--- src/rtl/mw_tpram_pkg.sv ---
`timescale 1ns/1ps
package mw_tpram_pkg;
   localparam int POL_LOW  = 0;
   localparam int POL_HIGH = 1;
   localparam int POL_TIED = 2;

   function automatic bit is_pow2(input int v);
      return (v > 0) && ((v & (v - 1)) == 0);
   endfunction

   function automatic int imin(input int a, input int b);
      return (a < b) ? a : b;
   endfunction

   function automatic int imax(input int a, input int b);
      return (a > b) ? a : b;
   endfunction
endpackage

--- src/rtl/mw_pol_decode.sv ---
`timescale 1ns/1ps
module mw_pol_decode
   import mw_tpram_pkg::*;
#(
   parameter int POL      = POL_HIGH,
   parameter bit TIED_VAL = 1'b1
) (
   input  logic pin,
   output logic act
);
   generate
      if (POL < POL_LOW || POL > POL_TIED) begin : g_bad_pol
         $error("polarity selector out of range");
      end
      if (POL == POL_TIED) begin : g_tied
         logic unused_pin;
         assign unused_pin = pin;
         assign act = TIED_VAL;
      end else if (POL == POL_LOW) begin : g_low
         assign act = ~pin;
      end else begin : g_high
         assign act = pin;
      end
   endgenerate
endmodule

--- src/rtl/mw_store.sv ---
`timescale 1ns/1ps
module mw_store
   import mw_tpram_pkg::*;
#(
   parameter  int WW = 16,
   parameter  int WD = 16,
   parameter  int RW = 8,
   parameter  int RD = 32,
   localparam int WA = $clog2(WD),
   localparam int RA = $clog2(RD)
) (
   input  logic          wclk,
   input  logic          we,
   input  logic [WA-1:0] waddr,
   input  logic [WW-1:0] wdata,
   input  logic          rclk,
   input  logic          re,
   input  logic [RA-1:0] raddr,
   output logic [RW-1:0] rword
);
   localparam int UW    = imin(WW, RW);
   localparam int WPU   = WW / UW;
   localparam int RPU   = RW / UW;
   localparam int UNITS = (WW * WD) / UW;
   localparam int UA    = $clog2(UNITS);
   localparam int WSH   = $clog2(WPU);
   localparam int RSH   = $clog2(RPU);

   logic [UW-1:0] mem [UNITS];
   logic [UA-1:0] wbase;
   logic [UA-1:0] rbase;

   assign wbase = UA'(waddr) << WSH;
   assign rbase = UA'(raddr) << RSH;

   always_ff @(posedge wclk) begin
      if (we) begin
         for (int k = 0; k < WPU; k++) begin
            mem[wbase | UA'(k)] <= wdata[k*UW +: UW];
         end
      end
   end

   always_ff @(posedge rclk) begin
      for (int k = 0; k < RPU; k++) begin
         rword[k*UW +: UW] <= re ? mem[rbase | UA'(k)] : '0;
      end
   end
endmodule

--- src/rtl/mw_outreg.sv ---
`timescale 1ns/1ps
module mw_outreg #(
   parameter int W    = 8,
   parameter bit PIPE = 1'b1
) (
   input  logic         rclk,
   input  logic         arst,
   input  logic         en,
   input  logic         srst,
   input  logic [W-1:0] d,
   output logic [W-1:0] q
);
   generate
      if (PIPE) begin : g_pipe
         always_ff @(posedge rclk or posedge arst) begin
            if (arst)     q <= '0;
            else if (en)  q <= srst ? '0 : d;
         end
      end else begin : g_bypass
         logic unused_ctl;
         assign unused_ctl = arst ^ en ^ srst;
         assign q = d;
      end
   endgenerate
endmodule

--- src/rtl/mw_tpram.sv ---
`timescale 1ns/1ps
module mw_tpram
   import mw_tpram_pkg::*;
#(
   parameter  int WR_W       = 16,
   parameter  int WR_D       = 16,
   parameter  int RD_W       = 8,
   parameter  int RD_D       = 32,
   parameter  bit PIPE       = 1'b1,
   parameter  bit SINGLE_CLK = 1'b1,
   parameter  bit FALL_EDGE  = 1'b0,
   parameter  int WE_POL     = POL_HIGH,
   parameter  int RE_POL     = POL_HIGH,
   parameter  int OE_POL     = POL_HIGH,
   parameter  int SRST_POL   = POL_LOW,
   parameter  int ARST_POL   = POL_LOW,
   localparam int WA         = $clog2(WR_D),
   localparam int RA         = $clog2(RD_D)
) (
   input  logic            clk,
   input  logic            wr_clk,
   input  logic            rd_clk,
   input  logic            wr_en,
   input  logic [WA-1:0]   wr_addr,
   input  logic [WR_W-1:0] wr_data,
   input  logic            rd_en,
   input  logic [RA-1:0]   rd_addr,
   output logic [RD_W-1:0] rd_data,
   input  logic            oreg_en,
   input  logic            oreg_srst,
   input  logic            oreg_arst
);
   localparam int NARROW = imin(WR_W, RD_W);
   localparam int WIDE   = imax(WR_W, RD_W);

   generate
      if (WR_W * WR_D != RD_W * RD_D) begin : g_bad_cap
         $error("write and read capacities differ");
      end
      if (WIDE % NARROW != 0 || !is_pow2(WIDE / NARROW)) begin : g_bad_ratio
         $error("width ratio must be a power of two");
      end
      if (!is_pow2(WR_D) || !is_pow2(RD_D) || WR_D < 2 || RD_D < 2) begin : g_bad_depth
         $error("depths must be powers of two, at least 2");
      end
   endgenerate

   logic wck, rck;
   generate
      if (SINGLE_CLK) begin : g_one_clk
         logic unused_sep;
         assign unused_sep = wr_clk ^ rd_clk;
         assign wck = FALL_EDGE ? ~clk : clk;
         assign rck = wck;
      end else begin : g_two_clk
         logic unused_clk;
         assign unused_clk = clk;
         assign wck = wr_clk;
         assign rck = rd_clk;
      end
   endgenerate

   logic we_act, re_act, oen_act, srst_act, arst_act;

   mw_pol_decode #(.POL(WE_POL),   .TIED_VAL(1'b1)) u_we   (.pin(wr_en),     .act(we_act));
   mw_pol_decode #(.POL(RE_POL),   .TIED_VAL(1'b1)) u_re   (.pin(rd_en),     .act(re_act));
   mw_pol_decode #(.POL(OE_POL),   .TIED_VAL(1'b1)) u_oen  (.pin(oreg_en),   .act(oen_act));
   mw_pol_decode #(.POL(SRST_POL), .TIED_VAL(1'b0)) u_srst (.pin(oreg_srst), .act(srst_act));
   mw_pol_decode #(.POL(ARST_POL), .TIED_VAL(1'b0)) u_arst (.pin(oreg_arst), .act(arst_act));

   logic [RD_W-1:0] rword;

   mw_store #(.WW(WR_W), .WD(WR_D), .RW(RD_W), .RD(RD_D)) u_store (
      .wclk (wck),
      .we   (we_act),
      .waddr(wr_addr),
      .wdata(wr_data),
      .rclk (rck),
      .re   (re_act),
      .raddr(rd_addr),
      .rword(rword)
   );

   mw_outreg #(.W(RD_W), .PIPE(PIPE)) u_oreg (
      .rclk(rck),
      .arst(arst_act),
      .en  (oen_act),
      .srst(srst_act),
      .d   (rword),
      .q   (rd_data)
   );
endmodule

--- config.mk ---
export PLATFORM = sky130hd
export DESIGN_NAME = mw_tpram
export DESIGN_NICKNAME = d
export VERILOG_FILES = /design/src/rtl/mw_tpram_pkg.sv /design/src/rtl/mw_pol_decode.sv /design/src/rtl/mw_store.sv /design/src/rtl/mw_outreg.sv /design/src/rtl/mw_tpram.sv
export SDC_FILE = /design/constraint.sdc
export NUM_CORES = 1
export LEC_CHECK = 0
export BUFFER_PORTS_ARGS = -buffer_cell sky130_fd_sc_hd__buf_2
export CAP_MARGIN = 25
export CORE_MARGIN = 1
export CORE_UTILIZATION = 40
export CTS_CLUSTER_DIAMETER = 100
export CTS_CLUSTER_SIZE = 14
export DETAILED_ROUTE_END_ITERATION = 6
export GPL_TIMING_DRIVEN = 0
export MAX_ROUTING_LAYER = met4
export PLACE_DENSITY = 0.56
export SYNTH_ARGS = -nofsm -noshare
export SYNTH_HDL_FRONTEND = slang
export SYNTH_SLANG_ARGS = --single-unit
--- constraint.sdc ---
create_clock -name clk -period 3.4 [get_ports clk]
set_input_delay 0.17 -clock clk [delete_from_list [all_inputs] [get_ports clk]]
set_output_delay 0.17 -clock clk [all_outputs]
set_load 0.02 [all_outputs]
## After elaboration in Yosys (flattened, before gate mapping)

Memory sizes are Yosys's and may differ from the RTL's. A register that Yosys moved wholly into a read port is not among the register bits.
Cells that the tools add are included.

| storage, ports and cells | value |
|---|---|
| memories | 1 |
| register bits | 8 |
| RAM bits | 256 |

Memory list:

| name | depth | bits a word | rd ports | clocked after memory_dff | write ports | line | source |
|---|---|---|---|---|---|---|---|
| u_store.mem | 32 | 8 | 1 | 1 | 2 | mw_store.sv:29 | `logic [UW-1:0] mem [UNITS];` |

| operators by class | value |
|---|---|
| reductions and logical operators | 1 |
| muxes and demuxes | 3 |

Operators by type and width:

| operator | count |
|---|---|
| 2-to-1 mux 8 bit | 1 |
| 2-to-1 mux 1 bit | 2 |
| zero test 1 bit | 1 |

## Longest topological paths before layout

| depth | value |
|---|---|
| word-level depth | 2 |
| mapped depth | 7 |

## Modules after synthesis

Synthesis repeated with hierarchy kept, for this count alone.

| unflattened totals | value |
|---|---|
| cells, all modules | 461 |
| area, all modules | 10437.5 um^2 |

By module, submodules not included:

| module | times used | area an instance (um^2) | cells each |
|---|---|---|---|
| mw_store | 1 | 10100.9 | 435 |
| mw_outreg | 1 | 306.5 | 21 |
| mw_pol_decode at u_oen ... | 3 | 7.5 | 1 |
| mw_pol_decode at u_arst ... | 2 | 3.8 | 1 |

## Worst setup path after synthesis

No wires, ideal clock.

| timing | value |
|---|---|
| kind | input to register |
| start | input wr_addr[3] |
| end | memory u_store.mem[0][0] (netlist bit), enable pin |
| required time | 2991 ps |
| setup slack | 1174 ps |
| stages | 2 |
| arrival time | 1816 ps |
| library setup time | 409 ps |
| path buffers | 0 |
| cell sequence | or3b_2 > nor3_1 |

RTL lines:

| element | line | source |
|---|---|---|
| start: declaration | mw_tpram.sv:24 | `input logic [WA-1:0] wr_addr,` |
| end: declaration | mw_store.sv:29 |  |

==> metrics <==
status finished clean; Overall Global Routing Usage 0.179; Max rail drop VDD 0.000264 V; number of buffers and inverters on the critical path 0; summed instance area of the synthesized netlist 10400 µm²; transition time of the tightest slew-check pin 0.992 ns; async set or reset register ratio after synthesis 0.0294; Util after Layout 0.466; number of I/O pins 41; share of Yosys cell area claimed by the top area cell type 0.737; share of the clock period used by the worst path 0.545; post-detailed-route via-to-cell ratio 5.57; Hold Violations, Final 0; clock tree buffer depth 3; switching part of the total 0.207; CP arrival 2.18 ns; half-perimeter wire length after detailed placement 14.4 mm; sequential share of the synthesized area 0.772; nature of the critical path endpoint flop; standard cell with the maximum stage delay on the critical path sky130_fd_sc_hd__mux4_2; MaxCap Viol Count 0; top_reg_cell synth sky130_fd_sc_hd__edfxtp_1; sequential fraction of design power 0.581; number of synthesized register bits 272; Initial DRC Count 580; overflow left after global routing 0; pwr/cell area 546 nW/µm²; placement row count 58; final antenna diode count 0; total nets after synthesis 517; delay of the slowest cell on the worst path 0.49 ns; wire length after detailed routing 22.0 mm; gp weighted congestion 0.786; P_leak 0.00382 µW; number of remaining DRC errors 0; smallest setup slack after layout 1.55 ns; cells after synthesis 484; final number of max-transition violations 0; RSZ-0062 raised after global routing no; latest clock arrival within the worst-skew pair 0.52 ns; final layout net count 589; Worst Clk Skew 0.0116 ns; DR WL/cell 24.6 µm; dominant delay contributor by cell family on the critical path multiplexers; library cell with the highest instance count after synthesis sky130_fd_sc_hd__edfxtp_1; FMAX 540 MHz; largest driver fanout on the critical path 1; worst hold-check path type in -> async; largest area contributor in the synthesized netlist sky130_fd_sc_hd__edfxtp_1; cell types with the largest area share after synthesis sky130_fd_sc_hd__edfxtp_1, sky130_fd_sc_hd__mux4_2, sky130_fd_sc_hd__mux4_1, sky130_fd_sc_hd__dfrtp_1, sky130_fd_sc_hd__mux2_2; number of nets with antenna violations after detailed routing 0; share of layout cells above drive strength 1 0.277; effective utilization at floorplan 0.411; total of cells resized after clock tree synthesis 0; Worst Setup Path Type reg -> reg; largest net degree at the start of global routing 17; DP Area 11200 µm²; Setup-failing EPs final 0; total non-filler cell area in the finished layout 11800 µm²; count of vias placed by the detailed router 4977; startpoint kind of the worst setup timing path flop; relative max-transition margin 0.338; total negative slack 0 ns; die span in x 163 µm; area of the core region 25400 µm²; power share of the clock group 0.359; number of buffers inserted during clock tree synthesis 23; die outline height 163 µm; internal power contribution 5130 µW; number of buffers added on ports 33; average footprint of a synthesized cell 21.5 µm²; first-pass iteration count of the detailed router 5; total of warnings raised by yosys 0; vias in the first global route 5257; wire length of the first global-routing pass 33.3 mm; Area Overhead vs Synth 13.5%; clock tree from TritonCTS done; clock input transition at the sequential cells of the worst setup and hold paths 0.06 ns; count of flip-flops with a built-in enable after synthesis 256; # clock sinks 272; number of antenna violations at the first check in global routing 0; H-tree lvl count 1; combinational power share 0.060; switching power 1340 µW; synth cell count leaders sky130_fd_sc_hd__edfxtp_1, sky130_fd_sc_hd__mux4_2, sky130_fd_sc_hd__mux2_2, sky130_fd_sc_hd__mux2i_1, sky130_fd_sc_hd__mux4_1; full die area 26700 µm²; minimum clock period 1.85 ns; pre-CTS worst setup slack 1.11 ns; cell chosen for the clock root sky130_fd_sc_hd__clkbuf_16; CP cell instances mux4_2, mux2_2, o221ai_1, a31oi_1; required time of the critical path 3.73 ns; unique cell type count in the Yosys netlist 31
==> routing by layer <==
metal / track usage / share of wire
met1: 0.247 / 0.45
met2: 0.278 / 0.48
met3: 0.0274 / 0.056
met4: 0.0471 / 0.020
met5: - / 0
==> metrics by stage <==
stage	hold WS (ns)	total power, µW	instances
2_1_floorplan	-0.126	4050	484
3_3_place_gp	0.00564	4200	847
3_5_place_dp	0.0157	4220	859
4_1_cts	0.0140	6540	894
5_1_grt	0.0346	6680	894
6_report	0.0249	6470	894
==> worst register-to-register path, stage by stage (launching register included) <==
cell	delay (ns)
sky130_fd_sc_hd__edfxtp_1	0.37
sky130_fd_sc_hd__mux4_2	0.49
sky130_fd_sc_hd__mux2_2	0.29
sky130_fd_sc_hd__o221ai_1	0.36
sky130_fd_sc_hd__a31oi_1	0.16
==> area by class of cell <==
class                           count  area, µm²
Buffer                             26        156
Clock buffer                       32        609
Clock inverter                      1       8.76
Fill cell                        2156      13600
Inverter                            9       33.8
Multi-Input combinational cell    177       2230
Sequential cell                   272       8050
Tap cell                          330        413
Timing Repair Buffer               47        335
==> cells in the final DEF (no fill, tap or decap), types with 9 or more instances in the layout <==
master / count
sky130_fd_sc_hd__edfxtp_1: 256
sky130_fd_sc_hd__mux4_2: 40
sky130_fd_sc_hd__buf_2: 38
sky130_fd_sc_hd__clkbuf_16: 23
sky130_fd_sc_hd__clkbuf_1: 16
sky130_fd_sc_hd__mux2i_1: 16
sky130_fd_sc_hd__mux4_1: 16
sky130_fd_sc_hd__mux2_2: 16
sky130_fd_sc_hd__buf_6: 11
sky130_fd_sc_hd__nor2_2: 10
sky130_fd_sc_hd__nand3_1: 9
==> logic make-up after synthesis <==
logic type / synth area share
AND/OR/NAND/NOR: 0.0199
AO/OA/AOI/OAI: 0.0307
multiplexers: 0.159
buffers and inverters: 0.0182
flip-flops: 0.772
==> path summary, 6_finish.rpt <==
kind | startpoint | end | slack (ns) | cells after the start
setup / recovery | u_store.mem[15][4] | u_store.rword[4] | 1.55 | 4
hold / removal | oreg_arst | u_oreg.q[5] | 0.02 | 2
setup reg to reg | u_store.mem[15][4] | u_store.rword[4] | 1.55 | 4
hold reg to reg | u_store.rword[0] | u_oreg.q[0] | 0.47 | 2
max in group asynchronous | oreg_arst | u_oreg.q[3] | 3.22 | 2
min in group clk | wr_data[12] | u_store.mem[11][4] | 0.05 | 1
==> power groups by stage <==
stage / sequential [µW] / clock, µW / combinational, µW
finish: 3760 / 2320 / 386
global route: 3760 / 2500 / 419
CTS: 3760 / 2380 / 393
detailed placement: 3830 / 0 / 391
global placement: 3830 / 0 / 372
floorplan: 3840 / 0 / 209
==> state kept, by name (all words and copies together) (netlist names) <==
| name | count |
|---|---|
| u_oreg.q | 8 |
| u_store.mem | 256 |
| u_store.rword | 8 |
==> what timing repair did <==
action,4_1_cts,5_1_grt
hold buffers,2,0
setup buffers,0,0
hold endpoints to repair,13,0
(Power assumes the default switching activity.)
